==> config.mk <==
export PLATFORM = sky130hd
export DESIGN_NAME = keyed_watchdog
export DESIGN_NICKNAME = d
export VERILOG_FILES = /design/src/rtl/wd_pkg.sv /design/src/rtl/wd_prescaler.sv /design/src/rtl/wd_key_gate.sv /design/src/rtl/wd_down_counter.sv /design/src/rtl/keyed_watchdog.sv
export SDC_FILE = /design/constraint.sdc
export NUM_CORES = 1
export LEC_CHECK = 0
export BUFFER_PORTS_ARGS = -buffer_cell sky130_fd_sc_hd__buf_2
export CORE_ASPECT_RATIO = 2
export CORE_UTILIZATION = 56
export CTS_CLUSTER_DIAMETER = 120
export CTS_CLUSTER_SIZE = 16
export DETAILED_ROUTE_END_ITERATION = 6
export PLACE_DENSITY = 0.78
export SLEW_MARGIN = 20
export SYNTH_ARGS = -nofsm -noshare
export SYNTH_HDL_FRONTEND = slang
export SYNTH_HIERARCHICAL = 1
export SYNTH_SLANG_ARGS = --single-unit
==> constraint.sdc <==
create_clock -name clk -period 2.9 [get_ports clk]
set_clock_uncertainty 0.1 [all_clocks]
set_input_delay 0 -clock clk [delete_from_list [all_inputs] [get_ports clk]]
set_output_delay 0 -clock clk [all_outputs]
set_load 0.01 [all_outputs]
==> src/rtl/wd_pkg.sv <==
// Shared definitions for the keyed watchdog.
// Assumes: command bit encoding is fixed by the control write format.
package wd_pkg;
    typedef enum logic {
        WD_CMD_STOP  = 1'b0,
        WD_CMD_START = 1'b1
    } wd_cmd_e;
endpackage

==> src/rtl/wd_prescaler.sv <==
// Divides the system clock into a one-cycle tick every DIV cycles.
// Assumes: DIV >= 2; clear has priority and restarts the full period.
module wd_prescaler #(
    parameter int DIV = 131072
) (
    input  logic clk,
    input  logic rst_n,
    input  logic clear,
    input  logic enable,
    output logic tick
);
    localparam int PRE_W = (DIV > 2) ? $clog2(DIV) : 1;
    localparam logic [PRE_W-1:0] LAST = PRE_W'(DIV - 1);
    localparam logic [PRE_W-1:0] ONE  = PRE_W'(1);

    logic [PRE_W-1:0] phase_q;

    assign tick = enable && (phase_q == LAST);

    // Advance the phase while enabled, wrap at the end of a period.
    always_ff @(posedge clk) begin
        if (!rst_n || clear) begin
            phase_q <= '0;
        end else if (enable) begin
            phase_q <= (phase_q == LAST) ? '0 : phase_q + ONE;
        end
    end
endmodule

==> src/rtl/wd_key_gate.sv <==
// Decides whether a control write carries a valid key and remembers it.
// Assumes: the first write after reset is always valid; later keys must be
// the bitwise inverse of the previously accepted key.
module wd_key_gate #(
    parameter int KEY_W = 7
) (
    input  logic             clk,
    input  logic             rst_n,
    input  logic             wr_en,
    input  logic [KEY_W-1:0] wr_key,
    output logic             accept
);
    localparam logic [KEY_W-1:0] FLIP = {KEY_W{1'b1}};

    logic             seeded_q;
    logic [KEY_W-1:0] key_q;
    logic             key_match;

    // Expected key is the complement of the stored one.
    always_comb begin
        key_match = (wr_key == (key_q ^ FLIP));
        accept    = wr_en && (!seeded_q || key_match);
    end

    // Store the key of each accepted write.
    always_ff @(posedge clk) begin
        if (!rst_n) begin
            seeded_q <= 1'b0;
            key_q    <= '0;
        end else if (accept) begin
            seeded_q <= 1'b1;
            key_q    <= wr_key;
        end
    end
endmodule

==> src/rtl/wd_down_counter.sv <==
// Countdown core: load/stop from accepted writes, decrement on tick,
// pre-expiry interrupt at count 1, single-cycle expiry pulse.
// Assumes: load and halt are never high together; writes beat ticks.
module wd_down_counter #(
    parameter int CNT_W = 8
) (
    input  logic             clk,
    input  logic             rst_n,
    input  logic             load,
    input  logic             halt,
    input  logic [CNT_W-1:0] start_val,
    input  logic             tick,
    output logic [CNT_W-1:0] count,
    output logic             active,
    output logic             warn,
    output logic             expire
);
    localparam logic [CNT_W-1:0] ONE = {{(CNT_W-1){1'b0}}, 1'b1};

    logic [CNT_W-1:0] count_q;
    logic             active_q;
    logic             expire_q;
    logic             last_step;

    assign last_step = active_q && tick && (count_q <= ONE);

    // Count, run state and expiry pulse register.
    always_ff @(posedge clk) begin
        if (!rst_n) begin
            count_q  <= '0;
            active_q <= 1'b0;
            expire_q <= 1'b0;
        end else begin
            expire_q <= 1'b0;
            if (load) begin
                count_q  <= start_val;
                active_q <= 1'b1;
            end else if (halt) begin
                active_q <= 1'b0;
            end else if (last_step) begin
                count_q  <= '0;
                active_q <= 1'b0;
                expire_q <= 1'b1;
            end else if (active_q && tick) begin
                count_q  <= count_q - ONE;
            end
        end
    end

    // Warning is a decode of the running state at count 1.
    always_comb begin
        count  = count_q;
        active = active_q;
        warn   = active_q && (count_q == ONE);
        expire = expire_q;
    end
endmodule

==> src/rtl/keyed_watchdog.sv <==
// Top of the keyed watchdog: key gate, prescaler and countdown core.
// Assumes: cfg_we is a single-cycle strobe in the clk domain.
module keyed_watchdog #(
    parameter int CNT_W    = 8,
    parameter int KEY_W    = 7,
    parameter int TICK_DIV = 131072
) (
    input  logic             clk,
    input  logic             rst_n,
    input  logic             cfg_we,
    input  logic             cfg_start,
    input  logic [CNT_W-1:0] cfg_count,
    input  logic [KEY_W-1:0] cfg_key,
    output logic [CNT_W-1:0] cnt_value,
    output logic             wd_active,
    output logic             nmi_req,
    output logic             chip_rst_req
);
    import wd_pkg::*;

    logic    key_ok;
    logic    tick;
    logic    do_load;
    logic    do_halt;
    wd_cmd_e cmd;

    // Decode the command of an accepted write.
    always_comb begin
        cmd     = wd_cmd_e'(cfg_start);
        do_load = key_ok && (cmd == WD_CMD_START);
        do_halt = key_ok && (cmd == WD_CMD_STOP);
    end

    wd_key_gate #(.KEY_W(KEY_W)) u_gate (
        .clk    (clk),
        .rst_n  (rst_n),
        .wr_en  (cfg_we),
        .wr_key (cfg_key),
        .accept (key_ok)
    );

    wd_prescaler #(.DIV(TICK_DIV)) u_pre (
        .clk    (clk),
        .rst_n  (rst_n),
        .clear  (key_ok),
        .enable (wd_active),
        .tick   (tick)
    );

    wd_down_counter #(.CNT_W(CNT_W)) u_cnt (
        .clk       (clk),
        .rst_n     (rst_n),
        .load      (do_load),
        .halt      (do_halt),
        .start_val (cfg_count),
        .tick      (tick),
        .count     (cnt_value),
        .active    (wd_active),
        .warn      (nmi_req),
        .expire    (chip_rst_req)
    );
endmodule

Yosys cells after proc, flatten, opt, wreduce, memory -nomap -nowiden
Index checks and enable logic that the tools add are counted.

Memories kept: 0. Memory bits (writable): 0. Output and inout port bits: 11. Word-level logic and storage cells: 40. ROM bits: 0. Bits in latches: 0. Input bits: 19. Register bits after elaboration: 35.

Add/sub/neg operators: 2. Eq/ne operators: 4. Magnitude comparators: 1. Div/mod/pow operators: 0. Multipliers: 0. Reductions and logical operators: 15. Shifts and indexed selects: 0. Mux-type cells: 9. Bitwise logic cells: 3.

Operators by type and width (number): $mux 8 (4); $add 17x1->17 const B (1); $eq 17x17->1 const B (1); $mux 17 (1); $eq 8x1->1 const B (1); $le 8x1->1 const B (1); $sub 8x1->8 const B (1); $eq 7x7->1 (1); $logic_and 1x1->1 (7); $not 7->7 (1); $reduce_bool 3->1 (2); $mux 1 (4); $reduce_or 3->1 (1); $logic_not 1->1 (2); $logic_or 1x1->1 (2); $ne 2x2->1 const B (1); $not 1->1 (2); $reduce_and 2->1 (1).

Depth between registers and ports, before layout
Word-level depth: 7. Gate-level depth with buffers: 11. Depth with buffers taken out: 10.

By module
Netlist, hierarchy kept.

Modules (own cells, without submodules): wd_prescaler (area an instance 874.6 µm², times used 1, cells an instance 97); wd_down_counter (area an instance 645.6 µm², times used 1, cells an instance 75); wd_key_gate (area an instance 395.4 µm², times used 1, cells an instance 43); keyed_watchdog (area an instance 16.3 µm², times used 1, cells an instance 2).

Least setup slack after synthesis
No wires, ideal clock.

Path type: reg-to-reg. Start: register u_pre.phase_q[7]. End: register u_cnt.count_q[7], in the netlist u_cnt/count[7]. Arrival: 2.302 ns. Clock period less this slack: 2.460 ns. Slack: 0.440 ns. Stages on the path, launching flop included: 11. Path through: dfxtp_1 -> nand4_2 -> nor4_1 -> ha_1 -> nand2_1 -> inv_1 -> nand3b_1 -> clkbuf_1 -> nor4_1 -> nor4bb_1 -> o21a_1.

Longest elaborated chain between the ends: 7. Elaborated cells between the ends (all ways): 9. Those cells by class: eq/ne (1); mux (3); reduce/logical (5).

Ends and longest elaborated chain: start, declared (line wd_prescaler.sv:16) `logic [PRE_W-1:0] phase_q;`; start signal, assigned (line wd_prescaler.sv:25) `phase_q <= (phase_q == LAST) ? '0 : phase_q + ONE;`; $eq 17x17->1 (*) (line wd_prescaler.sv:18) `assign tick = enable && (phase_q == LAST);`; $logic_and 1x1->1 (*) (line wd_prescaler.sv:18); named net tick (line keyed_watchdog.sv:22) `logic tick;`; $logic_and 1x1->1 (*) (line wd_down_counter.sv:25, wd_down_counter.sv:44); $logic_and 1x1->1 (line wd_down_counter.sv:25) `assign last_step = active_q && tick && (count_q <= ONE);`; $mux 8 (line wd_down_counter.sv:40) `end else if (last_step) begin`; $mux 8 (line wd_down_counter.sv:38) `end else if (halt) begin`; $mux 8 (line wd_down_counter.sv:35) `if (load) begin`; end signal, assigned (line wd_down_counter.sv:36) `count_q <= start_val;`; end signal, assigned (line wd_down_counter.sv:45) `count_q <= count_q - ONE;`; end, declared (line wd_down_counter.sv:20) `logic [CNT_W-1:0] count_q;`.

Mark *: on every way through the listed nets, which the timed path passes. The rest lies on a longest branch. The select of a mux whose other input is x is not followed. A chain may end at the register's enable or synchronous reset.

Worst setup path in the final report
Start: register u_pre.phase_q[0]. End: register u_cnt.count_q[7], in the netlist u_cnt/count[7].

Same word-level chain as after synthesis.

==> metrics <==
post-CTS sizing=0; Max-cap violations=0; RSZ-0062 raised after global routing=false; CTS tree=built; top cells by count, synth=dfxtp_1 (35), nand2_1 (26), mux2i_1 (17); maximum number of pins on one net before global-route repair=28; Total Wirelength=4090 um; R2R setup slack=0.32 ns; Mapped Area=1930 um2; Hold Crit Class=primary input to register; Reg clk slew, reported paths=0.07 ns; Mean Syn Cell Area=8.90 um2; diode count=0; WL/cell=approximately 14 um; syn_nets=241; Detail Placement HPWL=a little under 3000 um; clock buffer count from CTS=5; Cell variety after synth=43; most frequent cell after synthesis=dfxtp_1; Port Buf Inserts=29; worst-skew pair later-pin latency=0.28 ns; ratio of cells with drive above 1 in the final layout=0.199; postcts setup bufs=0; nets=289; Vias=1756; DRT antenna net count=0; Ports=30; Post-Syn Instances=~220; flops & latches, synth=35; Tcrit/Tclk final=0.890; vias in the first global route=1731; Residual DRC=0; gp weighted congestion=approximately 0.8; total track usage=0.243; Crit. End Element=register; post-synth top area cell=dfxtp_1; Worst-Margin Slew=0.536 ns; Primary FF master, synth=dfxtp_1; drt pass-1 iters=4; Placed Area=2110 um2; outcome=finished clean; clock buffer depth=2; Synth Warn #=6; Worst IR Drop VDD=383 uV; Fin Setup TNS=0 ns; first-pass GRT wire length=6940 um; PD cells=442 nW/um2; die height=85.1 um; CP required=3.03 ns; core area=3230 um2; Pins Over Slew Limit=0; leakage power=0.000960 uW; crit path launch type=register; Tmin final=2.58 ns; Finished Cell Area=about 2400 um2; CP Class=register to register; DIE AREA=~3700 um2; initial DRC count=20; Async SR Flop Fraction=0; grt ovf=0; area grow syn2layout=22.6%; clk sink count=35; CTS root buf=clkbuf_8; # setup viols final=0; Initial Util=0.598; Final Hold Viols=0; Seq/Total Area, Yosys=0.363; num rows=29; htree depth=2; Worst EP arrival=2.71 ns; Synth top area share=0.363; die width=43.5 um; CP max FO=6; initial antenna violation count=0; Rel. slew slack=0.642; top post-synthesis cells by area=dfxtp_1 (36%), mux2i_1 (8.8%), nand2_1 (5.1%); EDFF count, synth=0; Max Clock Freq=~390 MHz; via/cell ratio=5.91
area by class of cell:
cell class	count	area, um2
multi-input cells	168	1170
clock inverters	1	7.51
fillers	253	861
well taps	31	38.8
clock buffers	7	96.3
inverters	6	22.5
flip-flops and latches	35	701
repair buffers	49	333
flip-flops by register name, summed over array words and instances, names as in the netlist:
| signal | count |
|---|---|
| u_cnt/active | 1 |
| u_cnt/count | 8 |
| u_cnt/expire | 1 |
| u_gate/key_q | 7 |
| u_gate/seeded_q | 1 |
| u_pre/phase_q | 17 |
final timing paths:
check,start,end,cells after the start
hold reg to reg,u_gate/key_q[0],u_gate/key_q[0],2
setup / recovery,u_pre/phase_q[0],u_cnt/count[7],10
setup reg to reg,u_pre/phase_q[0],u_cnt/count[7],10
hold / removal,cfg_start,u_cnt/expire,3
where the power goes:
| group | internal, uW | switching, uW |
|---|---|---|
| Combinational | 75.8 | 67.3 |
| Clock | 216 | 172 |
| Sequential | 496 | 19.1 |
critical path: stages, from the launching register on:
cell,delay [ns]
dfxtp_1,0.43
ha_1,0.26
nand3_1,0.10
nor4_1,0.30
ha_1,0.22
nand2_1,0.07
inv_1,0.12
nand3b_1,0.13
nor4_1,0.33
nor4bb_1,0.34
o21a_1,0.14
stage by stage:
| step | util | total power [uW] | cells | hold WS (ns) | setup WS, ns |
|---|---|---|---|---|---|
| finish | 0.733 | 1050 | 297 | 0.0612 | 0.319 |
| global route | 0.733 | 1090 | 297 | 0.0698 | 0.0242 |
| CTS | 0.733 | 1060 | 297 | 0.00722 | 0.347 |
| detailed placement | 0.655 | 651 | 274 | 0.138 | 0.358 |
| global placement | 0.655 | 649 | 274 | 0.135 | 0.472 |
| floorplan | - | 612 | 217 | 0.0102 | 0.440 |
what timing repair did:
item,in CTS,in global routing
endpoints found under the hold margin,15,0
endpoints found under the setup margin,0,0
hold buffers,15,0
metal layers:
layer / GRT usage / up-vias / part of all wire / routed length (um)
met1: 0.228 / 833 / 0.39 / 1590
met5: 0 / - / 0 / 0
li1: - / 884 / - / -
met3: 0.0426 / 9 / 0.025 / 103
met2: 0.460 / 30 / 0.56 / 2300
met4: 0.142 / 0 / 0.025 / 102
layout by cell type, fill, tap and decap left out, types with 7 or more instances in the layout:
master,n
dlygate4sd3_1,15
nand2_1,26
a21oi_1,10
nor4_1,9
o31ai_1,8
nand3_1,10
mux2i_1,17
xor2_1,10
clkbuf_8,7
dfxtp_1,35
buf_2,29
kinds of logic (layout without fill, tap and decap cells):
group	Yosys count	count (layout)	share of synthesized area
flip-flops	35	35	0.363
XOR/XNOR	11	11	0.0499
buffers and inverters	14	63	0.0317
AO/OA/AOI/OAI	33	33	0.113
adder cells (fa/ha/maj)	5	5	0.0324
multiplexers	18	18	0.0939
AND/OR/NAND/NOR	101	101	0.316
(Power assumes the default switching activity.)
